[config.mk]
export PLATFORM = sky130hd
export DESIGN_NAME = bridge_pwm
export DESIGN_NICKNAME = d
export VERILOG_FILES = /design/src/rtl/bpwm_pkg.sv /design/src/rtl/bpwm_timebase.sv /design/src/rtl/bpwm_deadband.sv /design/src/rtl/bpwm_steer.sv /design/src/rtl/bridge_pwm.sv
export SDC_FILE = /design/constraint.sdc
export NUM_CORES = 1
export LEC_CHECK = 0
export CELL_PAD_IN_SITES_DETAIL_PLACEMENT = 2
export CELL_PAD_IN_SITES_GLOBAL_PLACEMENT = 2
export CORE_ASPECT_RATIO = 2
export CORE_MARGIN = 1.5
export CORE_UTILIZATION = 38
export CTS_CLUSTER_DIAMETER = 80
export DETAILED_ROUTE_END_ITERATION = 6
export DONT_BUFFER_PORTS = 1
export PLACE_DENSITY_LB_ADDON = 0.25
export SLEW_MARGIN = 20
export SYNTH_ARGS = -nofsm -noshare
export SYNTH_HDL_FRONTEND = slang
export SYNTH_SLANG_ARGS = --single-unit
export TNS_END_PERCENT = 30
[constraint.sdc]
create_clock -name clk -period 2.7 [get_ports clk]
set_input_delay 0.27 -clock clk [delete_from_list [all_inputs] [get_ports clk]]
set_output_delay 0.27 -clock clk [all_outputs]
set_load 0.05 [all_outputs]
[src/rtl/bpwm_pkg.sv]
package bpwm_pkg;

    typedef enum logic [1:0] {
        MODE_SINGLE = 2'b00,
        MODE_HALF   = 2'b01,
        MODE_FWD    = 2'b10,
        MODE_REV    = 2'b11
    } bpwm_mode_e;

    // Pin indices inside the 4-bit active vector
    localparam int PIN_A = 0;
    localparam int PIN_B = 1;
    localparam int PIN_C = 2;
    localparam int PIN_D = 3;

    typedef struct packed {
        bpwm_mode_e mode;
        logic       run;
        logic       pwm;
    } bpwm_tap_t;

    // Map the raw waveform and dead-band qualified phases onto pins.
    function automatic logic [3:0] bpwm_route(
        input bpwm_mode_e m,
        input logic       run,
        input logic       pwm,
        input logic       lead,
        input logic       trail
    );
        logic [3:0] r;
        r = '0;
        if (run) begin
            case (m)
                MODE_SINGLE: r[PIN_A] = pwm;
                MODE_HALF: begin
                    r[PIN_A] = lead;
                    r[PIN_B] = trail;
                end
                MODE_FWD: begin
                    r[PIN_A] = 1'b1;
                    r[PIN_D] = pwm;
                end
                default: begin
                    r[PIN_C] = 1'b1;
                    r[PIN_B] = pwm;
                end
            endcase
        end
        return r;
    endfunction

endpackage

[src/rtl/bpwm_timebase.sv]
module bpwm_timebase
    import bpwm_pkg::*;
#(
    parameter int PER_W  = 8,
    parameter int FRAC_W = 2,
    localparam int BASE_W = PER_W + FRAC_W
) (
    input  logic              clk,
    input  logic              rst,
    input  logic              en,
    input  logic [PER_W-1:0]  period,
    input  logic [BASE_W-1:0] duty,
    input  bpwm_mode_e        mode,
    output logic [BASE_W-1:0] base,
    output logic [PER_W-1:0]  per_s,
    output bpwm_tap_t         tap
);

    logic [BASE_W-1:0] base_r;
    logic [BASE_W-1:0] duty_s;
    logic [PER_W-1:0]  per_r;
    bpwm_mode_e        mode_s;
    logic              run_r;
    logic              wrap;

    assign wrap = (base_r == {per_r, {FRAC_W{1'b1}}});

    always_ff @(posedge clk) begin
        if (rst) begin
            base_r <= '0;
            per_r  <= '0;
            duty_s <= '0;
            mode_s <= MODE_SINGLE;
            run_r  <= 1'b0;
        end else if (!en) begin
            base_r <= '0;
            run_r  <= 1'b0;
            per_r  <= period;
            duty_s <= duty;
            mode_s <= mode;
        end else if (wrap) begin
            base_r <= '0;
            run_r  <= 1'b1;
            per_r  <= period;
            duty_s <= duty;
            mode_s <= mode;
        end else begin
            base_r <= base_r + BASE_W'(1);
        end
    end

    assign base     = base_r;
    assign per_s    = per_r;
    assign tap.mode = mode_s;
    assign tap.run  = run_r;
    assign tap.pwm  = run_r && (base_r < duty_s);

endmodule

[src/rtl/bpwm_deadband.sv]
module bpwm_deadband
    import bpwm_pkg::*;
#(
    parameter int DB_W = 7
) (
    input  logic            clk,
    input  logic            rst,
    input  bpwm_tap_t       tap_in,
    input  logic [DB_W-1:0] deadband,
    output bpwm_tap_t       tap_q,
    output logic            lead_on,
    output logic            trail_on
);

    logic [DB_W-1:0] since_edge;

    always_ff @(posedge clk) begin
        if (rst) begin
            tap_q      <= '{mode: MODE_SINGLE, run: 1'b0, pwm: 1'b0};
            since_edge <= '0;
        end else begin
            tap_q <= tap_in;
            if (tap_in.pwm != tap_q.pwm) begin
                since_edge <= '0;
            end else if (since_edge != {DB_W{1'b1}}) begin
                since_edge <= since_edge + DB_W'(1);
            end
        end
    end

    assign lead_on  =  tap_q.pwm && (since_edge >= deadband);
    assign trail_on = !tap_q.pwm && (since_edge >= deadband);

endmodule

[src/rtl/bpwm_steer.sv]
module bpwm_steer
    import bpwm_pkg::*;
#(
    parameter int N_PINS = 4
) (
    input  logic              clk,
    input  logic              rst,
    input  bpwm_tap_t         tap_q,
    input  logic              lead_on,
    input  logic              trail_on,
    output logic [N_PINS-1:0] act_q
);

    logic [3:0] route;

    assign route = bpwm_route(tap_q.mode, tap_q.run, tap_q.pwm, lead_on, trail_on);

    for (genvar i = 0; i < N_PINS; i++) begin : g_pin
        always_ff @(posedge clk) begin
            if (rst) begin
                act_q[i] <= 1'b0;
            end else begin
                act_q[i] <= route[i];
            end
        end
    end

endmodule

[src/rtl/bridge_pwm.sv]
module bridge_pwm
    import bpwm_pkg::*;
#(
    parameter int PER_W  = 8,
    parameter int FRAC_W = 2,
    parameter int DB_W   = 7,
    localparam int BASE_W = PER_W + FRAC_W
) (
    input  logic              clk,
    input  logic              rst,
    input  logic              en,
    input  logic [PER_W-1:0]  period,
    input  logic [BASE_W-1:0] duty,
    input  logic [1:0]        mode,
    input  logic [1:0]        pol,
    input  logic [DB_W-1:0]   deadband,
    output logic              out_a,
    output logic              out_b,
    output logic              out_c,
    output logic              out_d
);

    bpwm_tap_t         tap_raw;
    bpwm_tap_t         tap_q;
    logic [BASE_W-1:0] base;
    logic [PER_W-1:0]  per_s;
    logic              lead_on;
    logic              trail_on;
    logic [3:0]        act_q;
    bpwm_mode_e        mode_q;
    logic              run_q;

    bpwm_timebase #(.PER_W(PER_W), .FRAC_W(FRAC_W)) u_tb (
        .clk    (clk),
        .rst    (rst),
        .en     (en),
        .period (period),
        .duty   (duty),
        .mode   (bpwm_mode_e'(mode)),
        .base   (base),
        .per_s  (per_s),
        .tap    (tap_raw)
    );

    bpwm_deadband #(.DB_W(DB_W)) u_db (
        .clk      (clk),
        .rst      (rst),
        .tap_in   (tap_raw),
        .deadband (deadband),
        .tap_q    (tap_q),
        .lead_on  (lead_on),
        .trail_on (trail_on)
    );

    bpwm_steer #(.N_PINS(4)) u_st (
        .clk      (clk),
        .rst      (rst),
        .tap_q    (tap_q),
        .lead_on  (lead_on),
        .trail_on (trail_on),
        .act_q    (act_q)
    );

    assign mode_q = tap_q.mode;
    assign run_q  = tap_q.run;

    assign out_a = act_q[PIN_A] ^ pol[0];
    assign out_c = act_q[PIN_C] ^ pol[0];
    assign out_b = act_q[PIN_B] ^ pol[1];
    assign out_d = act_q[PIN_D] ^ pol[1];

endmodule

* Yosys cells after proc, flatten, opt, wreduce, memory -nomap -nowiden
Cells that the tools add are included.
W data, S select, Z words.
** Storage, ports and cells
- Word-level logic and storage cells :: 51
- Input port bits :: 32
- Flip-flop bits (word level) :: 46
** Cells by class
- Bitwise gates (word level) :: 7
- Multiplexer cells :: 9
- Reduce and logical (&&, ||, !) cells :: 12
- Add/subtract/negate cells :: 2
- Order comparisons :: 2
- Equality and inequality tests :: 6
** Operator list (count)
- $mux W10 :: 2
- $mux W8 :: 2
- $add A10 B1 Y10 const B :: 1
- $eq A10 B10 Y1 :: 1
- $lt A10 B10 Y1 :: 1
- $reduce_or A3 Y1 :: 3
- $reduce_or A2 Y1 :: 4
- $add A7 B1 Y7 const B :: 1
- $ge A7 B7 Y1 :: 1
- $ne A7 B7 Y1 const B :: 1
- $mux W2 :: 2
- $xor A1 B1 Y1 :: 4
- $logic_and A1 B1 Y1 :: 3
- $not A1 Y1 :: 3
- $pmux W1 S3 :: 1
- $eq A2 B1 Y1 const B :: 1
- $eq A2 B2 Y1 const B :: 1
- $logic_not A2 Y1 :: 1
- $ne A2 B1 Y1 const B :: 1
- $pmux W1 S2 :: 1
- $logic_not A1 Y1 :: 1
- $mux W1 :: 1
- $ne A1 B1 Y1 :: 1

* Depth between registers and ports, before layout
Gate-level depths: netlist (run 1).
- Word-level depth :: 4
- Depth in mapped cells :: 7

* Cells and area by module
From an unflattened synthesis (run 1), not the netlist that was laid out.
** Second synthesis, totals
- Cells, all modules :: 242
- Area total of the unflattened synthesis :: 2272.2 sq um
** Modules (own cells, without submodules)
- bpwm_timebase :: seq. area each 620.6 sq um, instances 1, cells each 156, area each 1477.7 sq um
- bpwm_deadband :: seq. area each 220.2 sq um, instances 1, cells each 69, area each 604.3 sq um
- bpwm_steer :: seq. area each 80.1 sq um, instances 1, cells each 13, area each 155.1 sq um
- bridge_pwm :: seq. area each 0.0 sq um, instances 1, cells each 4, area each 35.0 sq um

* Worst setup path before layout (run 1)
OpenSTA, ideal clock, no wires.
- Path kind :: reg-to-reg
- Start point :: reg u_tb.base_r[7], in the netlist u_tb.base[7]
- End point :: reg u_db.since_edge[5]
- Arrival :: 1886 ps
- Setup slack :: 698 ps
- Cell stages (with the launch flop) :: 7
- Setup time :: 116 ps
- Cells stage by stage :: dfxtp_1 ha_1 a211oi_2 nor2_1 or4b_4 or3_1 and3_2
** Between the ends
- Cells in the longest elaborated chain, start to end :: 4
** Ends and longest elaborated chain
- start, declared :: line bpwm_timebase.sv:19 : logic [BASE_W-1:0] base_r;
- start signal, assigned :: line bpwm_timebase.sv:48 : base_r <= base_r + BASE_W'(1);
- $lt A10 B10 Y1 :: line bpwm_timebase.sv:56 : assign tap.pwm = run_r && (base_r < duty_s);
- $logic_and A1 B1 Y1 :: line bpwm_timebase.sv:56
- $ne A1 B1 Y1 :: line bpwm_deadband.sv:23 : if (tap_in.pwm != tap_q.pwm) begin
- $reduce_or A2 Y1 (no source line)
- end signal, assigned :: line bpwm_deadband.sv:26 : since_edge <= since_edge + DB_W'(1);
- end, declared :: line bpwm_deadband.sv:15 : logic [DB_W-1:0] since_edge;
Every way passes these cells.
A chain may end at the register's enable or synchronous reset.

* Worst setup path after layout (run 1)
- Start point :: reg u_tb.base_r[4], in the netlist u_tb.base[4]
- End point :: reg u_db.since_edge[3]
The elaborated chain is that of the path after synthesis.

==> results of run 1 <==
logic make-up after synthesis:
family                     count (synthesis)  share of synthesized area
AOI/OAI and AO/OA                         26                     0.0834
buffers and inverters                     25                     0.0480
DFF                                       46                      0.406
adders and majority gates                 18                     0.0994
muxes                                     21                     0.0928
and+or+nand+nor                           85                      0.189
xor gates and xnor gates                  21                     0.0812
registers in the layout (all words and copies together) (netlist names):
signal	cells
u_tb.base	10
u_db.since_edge	7
u_tb.per_s	8
u_tb.duty_s	10
u_tb.run_r	1
u_db.tap_q	4
u_st.act_q	4
u_tb.mode_s	2
cell type report:
cell class,count,share of cell area
Clock inverter,2,0.0238
Timing Repair Buffer,2,0.00595
Tap cell,61,0.0303
Sequential cell,46,0.365
Multi-Input combinational cell,171,0.490
Inverter,20,0.0298
Clock buffer,6,0.0551
layout by cell type (no fill, tap or decap), types with 2 or more instances in the layout:
| master | synthesis | layout |
|---|---|---|
| or3_1 | 3 | 3 |
| buf_4 | 2 | 2 |
| xor2_1 | 15 | 15 |
| a211oi_1 | 3 | 3 |
| xnor2_1 | 6 | 6 |
| ha_1 | 18 | 18 |
| nor4_1 | 4 | 4 |
| nor2_1 | 35 | 35 |
| nor3_1 | 6 | 6 |
| nor2b_1 | 4 | 4 |
| and3_1 | 10 | 10 |
| dfxtp_1 | 46 | 46 |
| a21oi_1 | 3 | 3 |
| clkbuf_16 | 0 | 5 |
| o21ai_0 | 5 | 5 |
| a31oi_1 | 5 | 5 |
| inv_1 | 20 | 20 |
| bufinv_16 | 0 | 2 |
| nand3_1 | 7 | 7 |
| nand4_1 | 4 | 4 |
| nand2_1 | 5 | 5 |
| mux2i_1 | 21 | 21 |
| nand2b_1 | 3 | 3 |
worst max path at each step:
stage	startpoint	endpoint	slack, ns	cells after the start
2_1_floorplan	u_tb.base[7]$_SDFF_PP0_	u_db.since_edge[5]$_SDFFE_PP0P_	0.70	6
4_1_cts	u_tb.base[4]$_SDFF_PP0_	u_db.since_edge[3]$_SDFFE_PP0P_	0.36	6
3_5_place_dp	u_tb.base[7]$_SDFF_PP0_	u_db.since_edge[3]$_SDFFE_PP0P_	0.47	6
6_report	u_tb.base[4]$_SDFF_PP0_	u_db.since_edge[3]$_SDFFE_PP0P_	0.41	6
3_3_place_gp	u_tb.base[7]$_SDFF_PP0_	u_db.since_edge[3]$_SDFFE_PP0P_	0.56	6
5_1_grt	u_tb.base[4]$_SDFF_PP0_	u_db.since_edge[3]$_SDFFE_PP0P_	0.22	6
power groups by stage:
stage               registers [mW]  logic, mW  clock network, mW
global placement             0.742      0.116                  0
finish                       0.726      0.121              0.813
detailed placement           0.742      0.121                  0
floorplan                    0.733      0.104                  0
CTS                          0.727      0.124              0.831
global route                 0.729      0.137              0.855
layer usage:
layer | part of all wire | track usage | vias to the layer above
met4 | 0.049 | 0.119 | 0
met5 | 0 | 0 | -
met3 | 0.023 | 0.0334 | 14
met1 | 0.33 | 0.167 | 841
li1 | - | - | 845
met2 | 0.60 | 0.366 | 34
through the flow:
step | instances | hold slack, ns
6_report | 308 | 0.0463
3_3_place_gp | 300 | 0.347
4_1_cts | 308 | 0.0401
5_1_grt | 308 | 0.0368
3_5_place_dp | 300 | 0.350
2_1_floorplan | 242 | 0.417
worst max-delay path, stage by stage (launching register included):
cell and delay, ns:
dfxtp_1 0.42, ha_1 0.30, a21oi_1 0.18, a211oi_1 0.10
or4b_4 0.52, nor3_1 0.48, nor3_1 0.14
==> reports/results.tsv, run 1 <==
stage	metric	value	unit
logic_synthesis	ys_seq_area_frac	0.406	
power	power.leakage	1.13	nW
worst_hold_path	hold_start	rst	
sta	hold_violations	0	
worst_hold_path	whs_endpoint	u_db.tap_q[3]$_SDFF_PP0_	
detailed_routing	wl_per_cell	18.2	um
clock_network	clock-sinks	46	
critical_path	cp_data_required_time	2.85	ns
clock_network	root_buffer	clkbuf_16	
floorplan	io_pins	36	
critical_path	r2r-end	u_db.since_edge[3]$_SDFFE_PP0P_	
detailed_routing	firstDrtPassIters	4	
floorplan	die_h	112	um
layout	syn_to_final_growth	11.3	%
worst_hold_path	hold_path_class	in2reg	
power	power_per_cell_area	658	nW/um2
logic_synthesis	synthCells	242	
detailed_routing	viasPerCell	5.63	
logic_synthesis	synth_top_area_cell	dfxtp_1	
clock_network	hold_buffers	0	
clock_network	cts_buffers	5	
critical_path	critPathArrivalTime	2.44	ns
power	swShare	0.211	
detailed_routing	vias	1734	
status	status	finished, final reports clean	
clock_network	cts_tree	done	
detailed_routing	drc	0	
placed_design	dpl_cell_area	2320	um2
global_routing	grt_pass1_wl	9330	um
run	maxCapViolations	0	
sta	rsz0062_at_grt	no	
power	power.internal	1.31	mW
power	ir_worst_vdd	0.618	mV
global_routing	antenna_found_initial	0	
logic_synthesis	synth_commonest_cells	dfxtp_1 (46), nor2_1 (35), mux2i_1 (21)	
sta	max_freq	437	MHz
sta	layout_worst_path_cycle_share	0.847	
global_routing	grt_pass1_vias	1941	
layout	drive_gt1_frac	0.0607	
sta	min_period	2.29	ns
global_routing	grt_max_degree	34	
critical_path	start_kind	flop	
sta	finalSetupTns	0	ns
logic_synthesis	yosys_warnings	0	
floorplan	coreArea	5710	um2
clock_network	cts_setup_buffers	0	
logic_synthesis	postSynthNetCount	292	
logic_synthesis	synth_cell_types	37	
detailed_routing	drt_iter0_drc	15	
placed_design	place_ws	0.471	ns
clock_network	cts_resized	0	
clock_network	clk_pin_slew	0.06	ns
critical_path	cp_max_fo	5	
sta	maxSlewHeadroom	0.337	
layout	finalInstanceArea	2520	um2
logic_synthesis	ys_seq_elements	46	
sta	setup_violations	0	
logic_synthesis	netlist.area_leader.share	0.406	
sta	worstMarginPinSlew	0.991	ns
clock_network	clk_latency	0.29	ns
logic_synthesis	syn_area	2270	um2
placed_design	gp_congestion	0.791	
power	clockPowerShare	0.490	
placed_design	place.port_buffers	0	
logic_synthesis	synth_area_leaders	dfxtp_1 (41%), ha_1 (9.9%), mux2i_1 (9.3%)	
worst_hold_path	min_path_cells	1	
sta	fin_ws	0.413	ns
detailed_routing	wirelength	5610	um
logic_synthesis	synthFlopType	dfxtp_1	
power	seq_power_share	0.438	
floorplan	num_rows	39	
layout	fillers	644	
power	p_switching	0.350	mW
layout	nNetsFinal	296	
critical_path	cp-end-kind	flop	
logic_synthesis	avgSynthCellArea	9.36	um2
placed_design	hpwl	4330	um
layout	multiInputGateArea	1240	um2
critical_path	r2r_slack	0.41	ns
logic_synthesis	ys_async_sr_fraction	0	
floorplan	initial_core_util	0.397	
sta	finClkSkew	0.00338	ns
layout	final_core_util	0.442	
logic_synthesis	synth-edff-count	0	
floorplan	die-area	6460	um2
critical_path	setup.worst_path.class	reg2reg	
clock_network	cts_max_path_buffers	2	
layout	antenna_cells	0	
logic_synthesis	synth.most_common_cell	dfxtp_1	
critical_path	r2r-start	u_tb.base[4]$_SDFF_PP0_	
clock_network	h-tree-depth	2	
floorplan	die_w	57.6	um
layout	seq_area	921	um2
sta	slew_violations	0	
critical_path	rr_worst_depth	6	
detailed_routing	ant_nets	0	
global_routing	grt.total_usage	0.189	
global_routing	grt-ovfl-total	0	
power	power	1.66	mW
power	combPwrFrac	0.073	
No activity file was read; power rests on OpenSTA's default activity.
==> run 2: changes to the inputs <==
CORE_UTILIZATION = 35   (was 38)
clock period = 1.95 ns   (was 2.7 ns; I/O delays follow)
==> run 2 against run 1 <==
Core utilization up 1.7 points; largest cell class unchanged; largest power group is now sequential cells; critical path depth up 1; fmax up 12%; clock-buffer cell count down 1; design area up 14%; clock skew up 0.0012 ns; the run now ends with setup timing left; die area up 8.2%; worst hold slack better by 0.010 ns; sequential power up 38%; non-clock buffer count up 27; cell count up 17%; via count up 7.2%.
==> reports/results.tsv, run 2 (synthesis gave the netlist of run 1 again) <==
stage	metric	value	unit
sta	finClkSkew	0.00457	ns
global_routing	grt_pass1_wl	10000	um
floorplan	die-area	7000	um2
detailed_routing	wl_per_cell	18.1	um
worst_hold_path	min_path_cells	2	
clock_network	cts_max_path_buffers	2	
layout	finalInstanceArea	2870	um2
sta	max_freq	491	MHz
clock_network	root_buffer	clkbuf_16	
layout	mostFrequentLayoutCell	dfxtp_1	
critical_path	path_buf_inv	1	
critical_path	path_cells	inv_2 > ha_4 > a211oi_2 > nor2_1 > or4b_4 > o21a_4 > nor4_2	
clock_network	clock-sinks	46	
global_routing	antenna_found_initial	0	
layout	final_core_util	0.459	
critical_path	start_kind	flop	
detailed_routing	vias	1859	
power	ir_worst_vdd	0.598	mV
power	power_per_cell_area	763	nW/um2
worst_hold_path	hold_path_class	in2reg	
worst_hold_path	hold_start	period[6]	
detailed_routing	ant_nets	0	
clock_network	cts_buffers	5	
critical_path	cp_max_fo	5	
critical_path	cp_slowest_cell	or4b_4	
critical_path	cp-end-kind	flop	
critical_path	cp_data_required_time	2.15	ns
floorplan	num_rows	41	
global_routing	grt-ovfl-total	0	
floorplan	coreArea	6260	um2
floorplan	initial_core_util	0.362	
sta	fin_ws	-0.0874	ns
clock_network	clk_pin_slew	0.06	ns
global_routing	grt.total_usage	0.197	
sta	min_period	2.04	ns
critical_path	r2r-end	u_db.since_edge[4]$_SDFFE_PP0P_	
layout	layout_common_cells	dfxtp_1 (41), nor2_1 (35), buf_4 (24)	
critical_path	r2r-start	u_tb.duty_s[7]$_SDFFE_PP0P_	
critical_path	crit_family	simple AND/OR/NAND/NOR gates	
detailed_routing	viasPerCell	5.16	
layout	drive_gt1_frac	0.212	
power	power	2.19	mW
clock_network	clk_latency	0.29	ns
layout	fillers	704	
sta	maxSlewHeadroom	0.725	
sta	finalSetupTns	-0.369	ns
worst_hold_path	whs_endpoint	u_tb.per_s[6]$_SDFFE_PP0P_	
detailed_routing	firstDrtPassIters	4	
layout	antenna_cells	0	
layout	nNetsFinal	323	
global_routing	grt_pass1_vias	2061	
layout	syn_to_final_growth	26.7	%
placed_design	hpwl	4740	um
sta	setup_violations	7	
clock_network	h-tree-depth	2	
critical_path	cpPeakStageDelay	0.56	ns
sta	slew_violations	0	
critical_path	critPathArrivalTime	2.24	ns
run	maxCapViolations	0	
sta	worstMarginPinSlew	0.410	ns
status	violations	setup timing	
status	status	complete, but fails checks	
critical_path	cp_num_cells	7	
placed_design	dpl_cell_area	2530	um2
floorplan	io_pins	36	
sta	hold_ws	0.0565	ns
placed_design	place.port_buffers	0	
critical_path	setup.worst_path.class	reg2reg	
detailed_routing	drc	0	
critical_path	rr_worst_depth	7	
power	power.leakage	1.28	nW
critical_path	r2r_slack	-0.09	ns
detailed_routing	drt_iter0_drc	25	
sta	hold_violations	0	
placed_design	gp_congestion	0.791	
floorplan	die_w	59.9	um
sta	layout_worst_path_cycle_share	1.04	
clock_network	cts_tree	done	
detailed_routing	wirelength	6530	um
floorplan	die_h	117	um
global_routing	grt_max_degree	34	
sta	rsz0062_at_grt	yes	
run 2: cell count changes in the layout (fill, tap and decap cells not counted), sizes merged:
cell         change
buf             +24
clkinv           +2
clkbuf           -1
dlygate4sd3      +3
bufinv           -1
run 2: layout make-up:
| type | count | area [um2] | share of cell area |
|---|---|---|---|
| clock buffers | 5 | 125 | 0.0436 |
| clock inverters | 3 | 40.0 | 0.0139 |
| inverters | 20 | 75.1 | 0.0261 |
| multi-input cells | 171 | 1350 | 0.469 |
| flip-flops and latches | 46 | 927 | 0.323 |
| well taps | 86 | 108 | 0.0375 |
| repair buffers | 29 | 250 | 0.0871 |
run 2: power by group:
group          internal, mW  switching [mW]
clock network         0.600           0.361
registers             0.974          0.0284
logic                 0.105           0.121
run 2: layer usage:
| layer | global-route usage | wire length, um | vias up |
|---|---|---|---|
| li1 | - | - | 903 |
| met1 | 0.176 | 2110 | 926 |
| met3 | 0.0330 | 97 | 5 |
| met5 | 0 | 0 | - |
| met4 | 0.0681 | 95 | 0 |
| met2 | 0.409 | 4230 | 25 |
run 2: stage by stage:
stage / std cells / setup slack, ns
after global routing: 360 / -0.142
after floorplan: 242 / -0.0519
after CTS: 359 / -0.109
final: 360 / -0.0874
after global placement: 347 / -0.0839
after detailed placement: 347 / -0.187
run 2: how the worst max path moves through the flow:
stage / startpoint / endpoint / slack, ns
2_1_floorplan: u_tb.base[7]$_SDFF_PP0_ / u_db.since_edge[5]$_SDFFE_PP0P_ / -0.05
3_5_place_dp: u_tb.duty_s[7]$_SDFFE_PP0P_ / u_db.since_edge[5]$_SDFFE_PP0P_ / -0.19
4_1_cts: u_tb.duty_s[7]$_SDFFE_PP0P_ / u_db.since_edge[6]$_SDFFE_PP0P_ / -0.11
5_1_grt: u_tb.duty_s[7]$_SDFFE_PP0P_ / u_db.since_edge[4]$_SDFFE_PP0P_ / -0.14
6_report: u_tb.duty_s[7]$_SDFFE_PP0P_ / u_db.since_edge[4]$_SDFFE_PP0P_ / -0.09
3_3_place_gp: u_tb.duty_s[7]$_SDFFE_PP0P_ / u_db.since_edge[5]$_SDFFE_PP0P_ / -0.08
run 2: repair_timing:
item,in CTS,in global routing
hold endpoints to repair,27,24
resized for setup,14,8
pin swaps,3,3
hold buffers,3,1
setup buffers,1,0
endpoints found under the setup margin,9,18
==> run 3: changes to the inputs <==
CORE_UTILIZATION = 43   (was 35)
CTS_BUF_LIST = sky130_fd_sc_hd__clkbuf_8   (was not set)
clock period = 2.5 ns   (was 1.95 ns; I/O delays follow)
==> run 3 against run 2 <==
The run now ends clean; clock-buffer cell count stayed put; sequential share of layout area is 4.9 points higher; critical path type unchanged; non-clock buffer count is 21 lower; critical endpoint is now u_db.since_edge[3]$_SDFFE_PP0P_; largest power group unchanged; largest cell class unchanged.
==> reports/results.tsv, run 3 (synthesis gave the netlist of run 1 again) <==
stage	metric	value	unit
power	power.leakage	1.12	nW
detailed_routing	ant_nets	0	
critical_path	cp_data_required_time	2.67	ns
clock_network	root_buffer	clkbuf_8	
layout	finalInstanceArea	2480	um2
layout	layout_common_cells	dfxtp_1 (46), nor2_1 (35), mux2i_1 (21)	
critical_path	cp_max_fo	5	
sta	layout_worst_path_cycle_share	0.888	
layout	nNetsFinal	302	
power	power	1.47	mW
floorplan	die-area	5740	um2
run	maxCapViolations	0	
worst_hold_path	hold_path_class	in2reg	
floorplan	num_rows	37	
sta	maxSlewHeadroom	0.599	
detailed_routing	drt_iter0_drc	18	
placed_design	place_ws	0.268	ns
critical_path	cp_num_cells	6	
layout	fillers	575	
layout	mostFrequentLayoutCell	dfxtp_1	
layout	antenna_cells	0	
sta	worstMarginPinSlew	0.596	ns
detailed_routing	vias	1750	
status	status	finished, final reports clean	
clock_network	hold_buffers	0	
detailed_routing	wirelength	5660	um
layout	syn_to_final_growth	9.28	%
clock_network	cts_max_path_buffers	2	
critical_path	start_kind	flop	
global_routing	grt_pass1_wl	8710	um
critical_path	crit_family	simple AND/OR/NAND/NOR gates	
floorplan	die_w	54.3	um
clock_network	clk_latency	0.30	ns
detailed_routing	firstDrtPassIters	4	
critical_path	cpPeakStageDelay	0.55	ns
global_routing	grt_pass1_vias	1903	
critical_path	path_cells	ha_1 > a211oi_2 > nor2_1 > or4b_4 > nor3_1 > nor3_1	
layout	drive_gt1_frac	0.0791	
detailed_routing	drc	0	
power	ir_worst_vdd	0.464	mV
global_routing	antenna_found_initial	0	
placed_design	dpl_cell_area	2360	um2
placed_design	place.port_buffers	0	
placed_design	gp_congestion	0.761	
sta	hold_violations	0	
clock_network	clock-sinks	46	
power	power_per_cell_area	592	nW/um2
global_routing	grt_max_degree	34	
floorplan	io_pins	36	
floorplan	die_h	106	um
critical_path	cp_slowest_cell	or4b_4	
global_routing	grt-ovfl-total	0	
global_routing	grt.total_usage	0.213	
sta	finalSetupTns	0	ns
critical_path	critPathArrivalTime	2.39	ns
critical_path	cp-end-kind	flop	
critical_path	rr_worst_depth	6	
clock_network	cts_buffers	5	
floorplan	initial_core_util	0.445	
floorplan	coreArea	5090	um2
sta	rsz0062_at_grt	no	
sta	finClkSkew	0.00320	ns
clock_network	cts_resized	0	
detailed_routing	wl_per_cell	18.2	um
detailed_routing	viasPerCell	5.63	
clock_network	h-tree-depth	2	
worst_hold_path	min_path_cells	1	
sta	slew_violations	0	
sta	setup_violations	0	
clock_network	cts_setup_buffers	0	
clock_network	clk_pin_slew	0.08	ns
placed_design	hpwl	4410	um
critical_path	crit_path_frequent_cell	nor3_1	
critical_path	setup.worst_path.class	reg2reg	
clock_network	cts_tree	done	
sta	max_freq	451	MHz
sta	min_period	2.22	ns
critical_path	path_buf_inv	0	
sta	fin_ws	0.281	ns
## run 3: through the flow
| stage | utilization | instances | hold WS [ns] |
|---|---|---|---|
| 2_1_floorplan | - | 242 | 0.397 |
| 3_3_place_gp | 0.463 | 302 | 0.327 |
| 3_5_place_dp | 0.463 | 302 | 0.330 |
| 4_1_cts | 0.484 | 310 | 0.00775 |
| 5_1_grt | 0.486 | 311 | 0.00481 |
| 6_report | 0.486 | 311 | 0.0180 |
## run 3: worst paths after layout
path	startpoint	endpoint	slack [ns]
hold reg to reg	u_tb.mode_s[0]$_SDFFE_PP0P_	u_db.tap_q[2]$_SDFF_PP0_	0.47
hold / removal	rst	u_tb.per_s[3]$_SDFFE_PP0P_	0.02
setup reg to reg	u_tb.base[7]$_SDFF_PP0_	u_db.since_edge[3]$_SDFFE_PP0P_	0.28
setup / recovery	u_tb.base[7]$_SDFF_PP0_	u_db.since_edge[3]$_SDFFE_PP0P_	0.28
## run 3: report_power, final
group / leakage [nW] / internal, mW / switching (mW)
combinational: 0.688 / 0.0608 / 0.0764
sequential: 0.376 / 0.758 / 0.0260
clock: 0.0579 / 0.294 / 0.251
total: 1.12 / 1.11 / 0.353
## run 3: final cells by class
type / instances / area [um2] / area share
Inverter: 20 / 75.1 / 0.0303
Clock buffer: 5 / 68.8 / 0.0278
Tap cell: 58 / 72.6 / 0.0293
Clock inverter: 3 / 40.0 / 0.0162
Multi-Input combinational cell: 171 / 1240 / 0.499
Sequential cell: 46 / 921 / 0.372
Timing Repair Buffer: 8 / 62.6 / 0.0253
## run 3: metal layers
layer  GRT usage  part of all wire  up-vias
li1            -                 -      856
met1       0.180              0.33      866
met2       0.435              0.64       20
met3      0.0382             0.015        8
met4      0.0750             0.017        0
met5           0                 0        -
